[src/rtl/isp_host_pkg.sv]
// Shared opcodes, state encoding and the operation record passed from
// the operation builder to the session sequencer.
package isp_host_pkg;

    localparam logic [7:0] OP_ENABLE  = 8'hAC;
    localparam logic [7:0] ENABLE_KEY = 8'h53;
    localparam logic [7:0] OP_LOAD_LO = 8'h40;
    localparam logic [7:0] OP_LOAD_HI = 8'h48;
    localparam logic [7:0] OP_PAGE_WR = 8'h4C;
    localparam logic [7:0] OP_READ_LO = 8'h20;
    localparam logic [7:0] OP_READ_HI = 8'h28;
    localparam logic [7:0] OP_EE_WR   = 8'hC0;
    localparam logic [7:0] OP_EE_RD   = 8'hA0;

    typedef enum logic [3:0] {
        S_IDLE, S_PWR, S_PULSE, S_SETTLE, S_EN_WAIT,
        S_FETCH, S_ISSUE, S_SHIFT, S_HOLD, S_DONE, S_FAIL
    } seq_state_e;

    typedef enum logic [1:0] {HOLD_NONE, HOLD_FLASH, HOLD_EE} hold_e;

    typedef struct packed {
        logic        skip;
        logic        rd;
        hold_e       hold;
        logic [31:0] word;
        logic [7:0]  exp;
    } isp_op_t;

endpackage

[src/rtl/isp_shift32.sv]
// Four-byte serial shift engine, MSB first.
// Assumes: go is only raised while idle; SCK_HALF >= 2 so SCK stays at
// or below a quarter of the system clock, taken as the target clock.
// MOSI changes on the falling SCK edge, MISO is sampled on the rising
// edge; only the last 16 received bits are kept (echo and data bytes).
module isp_shift32 #(
    parameter int SCK_HALF = 2
) (
    input  logic        clk,
    input  logic        rst_n,
    input  logic        go,
    input  logic [31:0] tx,
    input  logic        miso,
    output logic        busy,
    output logic        done,
    output logic [15:0] rx,
    output logic        sck,
    output logic        mosi
);
    localparam int HW = (SCK_HALF > 1) ? $clog2(SCK_HALF) : 1;

    logic          active;
    logic [31:0]   sh;
    logic [HW-1:0] half;
    logic [5:0]    bits;

    // shift engine: half-period timing, edge actions, completion pulse
    always_ff @(posedge clk) begin
        if (!rst_n) begin
            active <= 1'b0;
            sh     <= '0;
            half   <= '0;
            bits   <= '0;
            sck    <= 1'b0;
            mosi   <= 1'b0;
            rx     <= '0;
            done   <= 1'b0;
        end else begin
            done <= 1'b0;
            if (!active) begin
                if (go) begin
                    active <= 1'b1;
                    sh     <= tx;
                    mosi   <= tx[31];
                    sck    <= 1'b0;
                    half   <= '0;
                    bits   <= '0;
                end
            end else if (half == HW'(SCK_HALF - 1)) begin
                half <= '0;
                if (!sck) begin
                    sck  <= 1'b1;
                    rx   <= {rx[14:0], miso};
                    bits <= bits + 6'd1;
                end else begin
                    sck <= 1'b0;
                    if (bits == 6'd32) begin
                        active <= 1'b0;
                        done   <= 1'b1;
                    end else begin
                        sh   <= {sh[30:0], 1'b0};
                        mosi <= sh[30];
                    end
                end
            end else begin
                half <= half + HW'(1);
            end
        end
    end

    assign busy = active;


    mosi_quiet_high_chk: assert property (@(posedge clk) disable iff (!rst_n)
        (sck && $past(sck)) |-> $stable(mosi));

    sck_high_min_chk: assert property (@(posedge clk) disable iff (!rst_n)
        $rose(sck) |=> sck);

    sck_low_min_chk: assert property (@(posedge clk) disable iff (!rst_n)
        ($fell(sck) && active) |=> !sck);
endmodule

[src/rtl/isp_delay.sv]
// Down-counting delay: load a non-zero count, receive a one-cycle
// expiry pulse that many cycles later. Reloading restarts it.
module isp_delay #(
    parameter int CW = 8
) (
    input  logic          clk,
    input  logic          rst_n,
    input  logic          load,
    input  logic [CW-1:0] count,
    output logic          expired
);
    logic [CW-1:0] cnt;

    // countdown with expiry on the final step
    always_ff @(posedge clk) begin
        if (!rst_n) begin
            cnt     <= '0;
            expired <= 1'b0;
        end else begin
            expired <= 1'b0;
            if (load) begin
                cnt <= count;
            end else if (cnt != '0) begin
                cnt <= cnt - CW'(1);
                if (cnt == CW'(1)) expired <= 1'b1;
            end
        end
    end


    load_nonzero_chk: assert property (@(posedge clk) disable iff (!rst_n)
        load |-> (count != '0));

    no_early_expiry_chk: assert property (@(posedge clk) disable iff (!rst_n)
        load |=> !expired);
endmodule

[src/rtl/isp_op_build.sv]
// Builds the serial instruction for one step (0..2) of the current item.
// Pure combinational; assumes ADDR_W <= 16 and PAGE_W < 8.
module isp_op_build
    import isp_host_pkg::*;
#(
    parameter int ADDR_W = 10,
    parameter int PAGE_W = 4
) (
    input  logic              verify,
    input  logic              erased,
    input  logic              is_ee,
    input  logic [ADDR_W-1:0] addr,
    input  logic [15:0]       data,
    input  logic              commit,
    input  logic [1:0]        step,
    output isp_op_t           op
);
    localparam logic [15:0] PMASK = 16'((1 << PAGE_W) - 1);

    logic [15:0] a16;
    logic [7:0]  lo, hi;

    assign a16 = 16'(addr);
    assign lo  = data[7:0];
    assign hi  = data[15:8];

    // per-mode, per-step instruction selection
    always_comb begin
        op = '{skip: 1'b1, rd: 1'b0, hold: HOLD_NONE, word: '0, exp: '0};
        unique case ({verify, is_ee})
            2'b00: begin
                if (step == 2'd0) begin
                    op.skip = erased && (lo == 8'hFF);
                    op.word = {OP_LOAD_LO, 8'h00, a16[7:0] & PMASK[7:0], lo};
                end else if (step == 2'd1) begin
                    op.skip = erased && (hi == 8'hFF);
                    op.word = {OP_LOAD_HI, 8'h00, a16[7:0] & PMASK[7:0], hi};
                end else if (step == 2'd2) begin
                    op.skip = !commit;
                    op.hold = HOLD_FLASH;
                    op.word = {OP_PAGE_WR, a16[15:8], a16[7:0] & ~PMASK[7:0], 8'h00};
                end
            end
            2'b01: begin
                if (step == 2'd0) begin
                    op.skip = erased && (lo == 8'hFF);
                    op.hold = HOLD_EE;
                    op.word = {OP_EE_WR, 8'h00, a16[7:0], lo};
                end
            end
            2'b10: begin
                if (step == 2'd0) begin
                    op.skip = 1'b0;
                    op.rd   = 1'b1;
                    op.exp  = lo;
                    op.word = {OP_READ_LO, a16[15:8], a16[7:0], 8'h00};
                end else if (step == 2'd1) begin
                    op.skip = 1'b0;
                    op.rd   = 1'b1;
                    op.exp  = hi;
                    op.word = {OP_READ_HI, a16[15:8], a16[7:0], 8'h00};
                end
            end
            default: begin
                if (step == 2'd0) begin
                    op.skip = 1'b0;
                    op.rd   = 1'b1;
                    op.exp  = lo;
                    op.word = {OP_EE_RD, 8'h00, a16[7:0], 8'h00};
                end
            end
        endcase
    end
endmodule

[src/rtl/isp_host_seq.sv]
// Session sequencer for serial in-system programming of a target.
// Powers the target, forces reset/SCK low, pulses reset, waits, enables
// programming with echo check and bounded retry, then walks an item
// stream through load/commit/write or read/compare steps, and finally
// releases reset. Assumes all wait parameters are >= 1 and SCK_HALF >= 2.
module isp_host_seq
    import isp_host_pkg::*;
#(
    parameter int ADDR_W         = 10,
    parameter int PAGE_W         = 4,
    parameter int SCK_HALF       = 2,
    parameter int RST_PULSE_CYC  = 4,
    parameter int PWR_WAIT_CYC   = 160000,
    parameter int FLASH_WAIT_CYC = 36000,
    parameter int EE_WAIT_CYC    = 72000,
    parameter int MAX_TRIES      = 4
) (
    input  logic              clk,
    input  logic              rst_n,
    input  logic              start,
    input  logic              cfg_verify,
    input  logic              cfg_erased,
    input  logic              item_valid,
    output logic              item_ready,
    input  logic              item_is_ee,
    input  logic [ADDR_W-1:0] item_addr,
    input  logic [15:0]       item_data,
    input  logic              item_commit,
    input  logic              item_last,
    output logic              supply_en,
    output logic              tgt_reset,
    output logic              tgt_sck,
    output logic              tgt_mosi,
    input  logic              tgt_miso,
    output logic              busy,
    output logic              done,
    output logic              enable_fail,
    output logic              verify_bad,
    output logic [ADDR_W-1:0] verify_addr
);
    localparam int MAX_A  = (PWR_WAIT_CYC > FLASH_WAIT_CYC) ? PWR_WAIT_CYC : FLASH_WAIT_CYC;
    localparam int MAX_B  = (EE_WAIT_CYC > RST_PULSE_CYC) ? EE_WAIT_CYC : RST_PULSE_CYC;
    localparam int MAX_W  = (MAX_A > MAX_B) ? MAX_A : MAX_B;
    localparam int CW     = $clog2(MAX_W + 1);
    localparam int TW     = $clog2(MAX_TRIES + 1);
    localparam logic [31:0] ENABLE_WORD = {OP_ENABLE, ENABLE_KEY, 16'h0000};

    seq_state_e        state;
    logic [TW-1:0]     tries;
    logic              verify_q, erased_q;
    logic              it_ee, it_commit, it_last;
    logic [ADDR_W-1:0] it_addr;
    logic [15:0]       it_data;
    logic [1:0]        step;
    isp_op_t           op;

    logic              sh_go, sh_busy, sh_done;
    logic [15:0]       sh_rx;
    logic [31:0]       sh_tx;
    logic              tmr_load, tmr_exp;
    logic [CW-1:0]     tmr_val;
    logic              echo_ok, last_try, idle_like;

    isp_op_build #(.ADDR_W(ADDR_W), .PAGE_W(PAGE_W)) op_i (
        .verify(verify_q), .erased(erased_q), .is_ee(it_ee), .addr(it_addr),
        .data(it_data), .commit(it_commit), .step(step), .op(op)
    );

    isp_shift32 #(.SCK_HALF(SCK_HALF)) shift_i (
        .clk(clk), .rst_n(rst_n), .go(sh_go), .tx(sh_tx), .miso(tgt_miso),
        .busy(sh_busy), .done(sh_done), .rx(sh_rx), .sck(tgt_sck), .mosi(tgt_mosi)
    );

    isp_delay #(.CW(CW)) delay_i (
        .clk(clk), .rst_n(rst_n), .load(tmr_load), .count(tmr_val), .expired(tmr_exp)
    );

    assign echo_ok    = (sh_rx[15:8] == ENABLE_KEY);
    assign last_try   = (tries == TW'(MAX_TRIES - 1));
    assign idle_like  = (state == S_IDLE) || (state == S_DONE) || (state == S_FAIL);
    assign item_ready = (state == S_FETCH);
    assign busy       = !idle_like;
    assign sh_tx      = (state == S_SETTLE) ? ENABLE_WORD : op.word;

    // timer loads and shift launches for the current state and events
    always_comb begin
        tmr_load = 1'b0;
        tmr_val  = '0;
        sh_go    = 1'b0;
        unique case (state)
            S_IDLE, S_DONE, S_FAIL: if (start) begin
                tmr_load = 1'b1; tmr_val = CW'(RST_PULSE_CYC);
            end
            S_PWR: if (tmr_exp) begin
                tmr_load = 1'b1; tmr_val = CW'(RST_PULSE_CYC);
            end
            S_PULSE: if (tmr_exp) begin
                tmr_load = 1'b1; tmr_val = CW'(PWR_WAIT_CYC);
            end
            S_SETTLE: sh_go = tmr_exp;
            S_EN_WAIT: if (sh_done && !echo_ok && !last_try) begin
                tmr_load = 1'b1; tmr_val = CW'(RST_PULSE_CYC);
            end
            S_ISSUE: sh_go = (step != 2'd3) && !op.skip;
            S_SHIFT: if (sh_done && op.hold != HOLD_NONE) begin
                tmr_load = 1'b1;
                tmr_val  = (op.hold == HOLD_FLASH) ? CW'(FLASH_WAIT_CYC) : CW'(EE_WAIT_CYC);
            end
            default: ;
        endcase
    end

    // session state machine, pin levels, item latch and result flags
    always_ff @(posedge clk) begin
        if (!rst_n) begin
            state       <= S_IDLE;
            supply_en   <= 1'b0;
            tgt_reset   <= 1'b1;
            tries       <= '0;
            verify_q    <= 1'b0;
            erased_q    <= 1'b0;
            it_ee       <= 1'b0;
            it_commit   <= 1'b0;
            it_last     <= 1'b0;
            it_addr     <= '0;
            it_data     <= '0;
            step        <= '0;
            done        <= 1'b0;
            enable_fail <= 1'b0;
            verify_bad  <= 1'b0;
            verify_addr <= '0;
        end else begin
            unique case (state)
                S_IDLE, S_DONE, S_FAIL: if (start) begin
                    state       <= S_PWR;
                    supply_en   <= 1'b1;
                    tgt_reset   <= 1'b0;
                    tries       <= '0;
                    done        <= 1'b0;
                    enable_fail <= 1'b0;
                    verify_bad  <= 1'b0;
                    verify_addr <= '0;
                    verify_q    <= cfg_verify;
                    erased_q    <= cfg_erased;
                end
                S_PWR: if (tmr_exp) begin
                    state     <= S_PULSE;
                    tgt_reset <= 1'b1;
                end
                S_PULSE: if (tmr_exp) begin
                    state     <= S_SETTLE;
                    tgt_reset <= 1'b0;
                end
                S_SETTLE: if (tmr_exp) state <= S_EN_WAIT;
                S_EN_WAIT: if (sh_done) begin
                    if (echo_ok) begin
                        state <= S_FETCH;
                    end else begin
                        tries     <= tries + TW'(1);
                        tgt_reset <= 1'b1;
                        if (last_try) begin
                            state       <= S_FAIL;
                            enable_fail <= 1'b1;
                            done        <= 1'b1;
                        end else begin
                            state <= S_PULSE;
                        end
                    end
                end
                S_FETCH: if (item_valid) begin
                    it_ee     <= item_is_ee;
                    it_addr   <= item_addr;
                    it_data   <= item_data;
                    it_commit <= item_commit;
                    it_last   <= item_last;
                    step      <= 2'd0;
                    state     <= S_ISSUE;
                end
                S_ISSUE: begin
                    if (step == 2'd3) begin
                        if (it_last) begin
                            state     <= S_DONE;
                            tgt_reset <= 1'b1;
                            done      <= 1'b1;
                        end else begin
                            state <= S_FETCH;
                        end
                    end else if (op.skip) begin
                        step <= step + 2'd1;
                    end else begin
                        state <= S_SHIFT;
                    end
                end
                S_SHIFT: if (sh_done) begin
                    if (op.rd && (sh_rx[7:0] != op.exp) && !verify_bad) begin
                        verify_bad  <= 1'b1;
                        verify_addr <= it_addr;
                    end
                    if (op.hold != HOLD_NONE) begin
                        state <= S_HOLD;
                    end else begin
                        step  <= step + 2'd1;
                        state <= S_ISSUE;
                    end
                end
                S_HOLD: if (tmr_exp) begin
                    step  <= step + 2'd1;
                    state <= S_ISSUE;
                end
                default: state <= S_IDLE;
            endcase
        end
    end


    done_releases_chk: assert property (@(posedge clk) disable iff (!rst_n)
        done |-> (tgt_reset && !busy));

    hold_silent_chk: assert property (@(posedge clk) disable iff (!rst_n)
        (state == S_HOLD) |-> (!tgt_sck && !sh_busy));

    settle_quiet_chk: assert property (@(posedge clk) disable iff (!rst_n)
        (state == S_SETTLE) |-> (!tgt_reset && !tgt_sck && supply_en));

    fail_after_limit_chk: assert property (@(posedge clk) disable iff (!rst_n)
        $rose(enable_fail) |-> (tries == TW'(MAX_TRIES)));

    ready_idle_shift_chk: assert property (@(posedge clk) disable iff (!rst_n)
        item_ready |-> !sh_busy);

    first_bad_kept_chk: assert property (@(posedge clk) disable iff (!rst_n)
        (verify_bad && !(start && idle_like)) |=> (verify_bad && $stable(verify_addr)));
endmodule

[config.mk]
export PLATFORM = sky130hd
export DESIGN_NAME = isp_host_seq
export DESIGN_NICKNAME = d
export VERILOG_FILES = /design/src/rtl/isp_host_pkg.sv /design/src/rtl/isp_shift32.sv /design/src/rtl/isp_delay.sv /design/src/rtl/isp_op_build.sv /design/src/rtl/isp_host_seq.sv
export SDC_FILE = /design/constraint.sdc
export NUM_CORES = 1
export LEC_CHECK = 0
export ABC_AREA = 1
export BUFFER_PORTS_ARGS = -buffer_cell sky130_fd_sc_hd__buf_2
export CORE_AREA = 3 3 163 126
export CTS_CLUSTER_SIZE = 40
export DETAILED_ROUTE_END_ITERATION = 6
export DIE_AREA = 0 0 166 129
export PLACE_DENSITY = 0.58
export SETUP_SLACK_MARGIN = 0.1
export SYNTH_ARGS = -nofsm -noshare
export SYNTH_HDL_FRONTEND = slang
export SYNTH_HIERARCHICAL = 1
export SYNTH_SLANG_ARGS = --single-unit
[constraint.sdc]
create_clock -name clk -period 2.8 [get_ports clk]
set_clock_uncertainty 0.2 [all_clocks]
set_input_delay 0.14 -clock clk [delete_from_list [all_inputs] [get_ports clk]]
set_output_delay 0.14 -clock clk [all_outputs]
set_load 0.1 [all_outputs]
==> flow_metrics.env <==
export IMPL_cts_made_buffers=17
export IMPL_crit_buf_inv=3
export IMPL_clkLatencyLatePin_ns=0.43
export IMPL_layout_min_cycle_time_ns=2.53
export IMPL_p_leak_nw=3.89
export IMPL_synth_compound_area_frac=0.133
export IMPL_first_pass_iters=5
export IMPL_dp_cells=1445
export IMPL_cts_tree="built"
export IMPL_status="finished, final reports clean"
export IMPL_hold_path_class="input port to flop"
export IMPL_nets=1316
export IMPL_wl_per_cell_um=13.1
export IMPL_slew_viol_final=0
export IMPL_ys_dominant_reg_cell="dfxtp_1"
export IMPL_vias=7417
export IMPL_cp_arrival_ns=2.64
export IMPL_drt_iter0_markers=662
export IMPL_drive_gt1_frac=0.162
export IMPL_drtAntennaViolNets=0
export IMPL_powerDensity_nw_per_um2=826
export IMPL_clock_sinks=132
export IMPL_async_flop_share=0
export IMPL_root_buffer="clkbuf_16"
export IMPL_grt_use_total=0.190
export IMPL_start_util=0.396
export IMPL_antennaDiodeCount=0
export IMPL_wl_mm=20.1
export IMPL_yosysSeqAreaShare=0.350
export IMPL_worst_pin_slew_ns=0.778
export IMPL_relSlewSlack=0.481
export IMPL_hold_viol_final=0
export IMPL_io_pins=55
export IMPL_routed_via_density=4.84
export IMPL_ys_seq_elements=132
export IMPL_required_ns=2.91
export IMPL_std_cell_rows=44
export IMPL_synth_top_family_by_area="simple AND/OR/NAND/NOR gates"
export IMPL_synth_adder_area_share=0.0199
export IMPL_grt_setup_unrepaired="yes"
export IMPL_core_um2=19100
export IMPL_crit_path_top_delay_cell="dlygate4sd3_1"
export IMPL_cap_viol_max_count=0
export IMPL_synthMuxAreaShare=0.0106
export IMPL_die_area_um2=21400
export IMPL_synthDistinctLibCells=56
export IMPL_finalSetupTns_ns=0
export IMPL_fmax_mhz=395
export IMPL_cts_buffer_depth=2
export IMPL_setup_violations=0
export IMPL_fp_dieH_um=129
export IMPL_antenna_found_initial=0
export IMPL_synth_warnings=6
export IMPL_fin_cells=1534
export IMPL_grt_first_pass_wirelength_mm=33.6
export IMPL_synthSimpleGateAreaFrac=0.370
export IMPL_peakVddDrop_mv=0.533
export IMPL_synth_xor_area_frac=0.00811
export IMPL_cpPeakStageDelay_ns=0.56
export IMPL_startpoint_type="flop"
export IMPL_dp_hpwl_mm=13.5
export IMPL_syn_avg_cell_area_um2=6.55
export IMPL_grt_overflow=0
export IMPL_syn_area_um2=7560
export IMPL_drc_errors=0
export IMPL_cp_max_fo=6
export IMPL_end_kind="flop"
export IMPL_netlist_instances=1154
export IMPL_io_buffers=54
export IMPL_areaGrowthSynthToFinish_pct=24.1
export IMPL_grt_pass1_vias=6797
export IMPL_htree_num_levels=4
export IMPL_place_congestion=0.910
export IMPL_synth_edff_count=0
export IMPL_cp_top_family="buffers and inverters"
export IMPL_grt_max_degree=36
export IMPL_clk_pin_slew_ns=0.06
export IMPL_crit_type="flop to flop"
export IMPL_die_w_um=166
export IMPL_fin_crit_sh=0.904
export IMPL_cp_cell_sequence="inv_1, nand2_2, nand3_1, nand2_2, nand2_1, o21ai_0, dlygate4sd3_1, nor2_1, dlygate4sd3_1"
-- power breakdown --
part | total, mW | switching (mW) | leakage, nW | internal [mW]
registers | 2.33 | 0.208 | 1.07 | 2.12
logic | 3.07 | 2.08 | 2.52 | 0.986
clock network | 2.34 | 0.875 | 0.298 | 1.47
-- cell type report --
type                       count  area [um^2]
inverter                     124          470
tap                          253          317
multi-input combinational    852         4220
fill                        1950         9720
clock buffer                  20          467
sequential                   132         2650
clock inverter                12          154
timing repair buffer         141         1100
-- path summary, 6_finish.rpt --
path | startpoint | end | slack (ns) | depth (start not counted)
max | state[1] | erased_q | 0.27 | 9
min | item_valid | it_data[14] | 0.03 | 3
max reg2reg | state[1] | erased_q | 0.27 | 9
min reg2reg | enable_fail | enable_fail | 0.25 | 2
-- cells by family (layout without fill, tap and decap cells) --
logic type	count (synthesis)	count (layout)
adders and majority gates	12	12
and+or+nand+nor	643	644
other	2	14
buffers and inverters	183	297
xor gates and xnor gates	7	7
DFF	132	132
muxes	8	8
AOI/OAI and AO/OA	167	167
-- layout by cell type (no fill, tap or decap), drive strengths merged, types with 2 or more instances in the layout --
cell,instances
a31oi,2
buf,86
nor3,4
mux2i,8
dfxtp,132
clkbuf,20
nor3b,2
conb,14
bufinv,3
o21bai,2
o211ai,3
nor2,262
clkinvlp,3
nand2,256
or2,10
clkinv,9
xor2,3
xnor2,4
nand3,96
a21boi,35
a21oi,70
dlygate4sd3,55
o21ai,50
o22ai,2
inv,121
nand4,11
ha,12
-- routing by layer --
layer / share of wire / track usage / wire [um]
met2: 0.41 / 0.277 / 8190
met1: 0.54 / 0.286 / 10800
met3: 0.046 / 0.0319 / 917
met5: 0 / 0 / 0
met4: 0.0098 / 0.0562 / 198
-- per-stage QoR --
step,total power [mW],setup WS (ns),utilization,cell area (um^2),hold WS [ns]
CTS,7.70,0.118,0.487,9300,0.00237
finish,7.74,0.270,0.491,9380,0.0319
global placement,5.24,0.0476,0.425,8120,0.207
floorplan,4.66,0.307,-,7600,0.0891
detailed placement,5.26,-0.0233,0.425,8120,0.204
global route,8.29,0.0762,0.491,9380,0.0464
-- Yosys cell counts, types with 9 or more instances --
master    number  area share
nand2_1      245        0.12
a21boi_0      31       0.031
nor2_2        27       0.022
clkbuf_1      25       0.012
nand3_1       93       0.062
dfxtp_1      132        0.35
ha_1          12       0.020
nand4_1        9      0.0074
a21oi_1       66       0.044
inv_1        113       0.056
buf_4         17       0.017
nor2_1       231        0.11
o21ai_0       44       0.029
-- flip-flops by register name, summed over array words and instances (netlist names), 4 cells and up --
register	cells
state	4
shift_i/bits	6
it_addr	10
delay_i/cnt	18
shift_i/rx	16
shift_i/sh	31
it_data	16
verify_addr	10
-- worst reg2reg max path: stages (launching register included) --
cell and delay, ns:
dfxtp_2 0.36, inv_1 0.07, nand2_2 0.14, nand3_1 0.12
nand2_2 0.09, nand2_1 0.14, o21ai_0 0.16, dlygate4sd3_1 0.56
nor2_1 0.04, dlygate4sd3_1 0.55
-- timing repair --
item | in CTS | in global routing
pin swaps | 0 | 3
hold buffers | 55 | 0
buffers inserted | 0 | 1
gates cloned | 0 | 1
gates resized for setup | 2 | 21
endpoints found under the setup margin | 46 | 70
endpoints found under the hold margin | 42 | 0
Note: power is estimated with default switching activity, not from simulation.
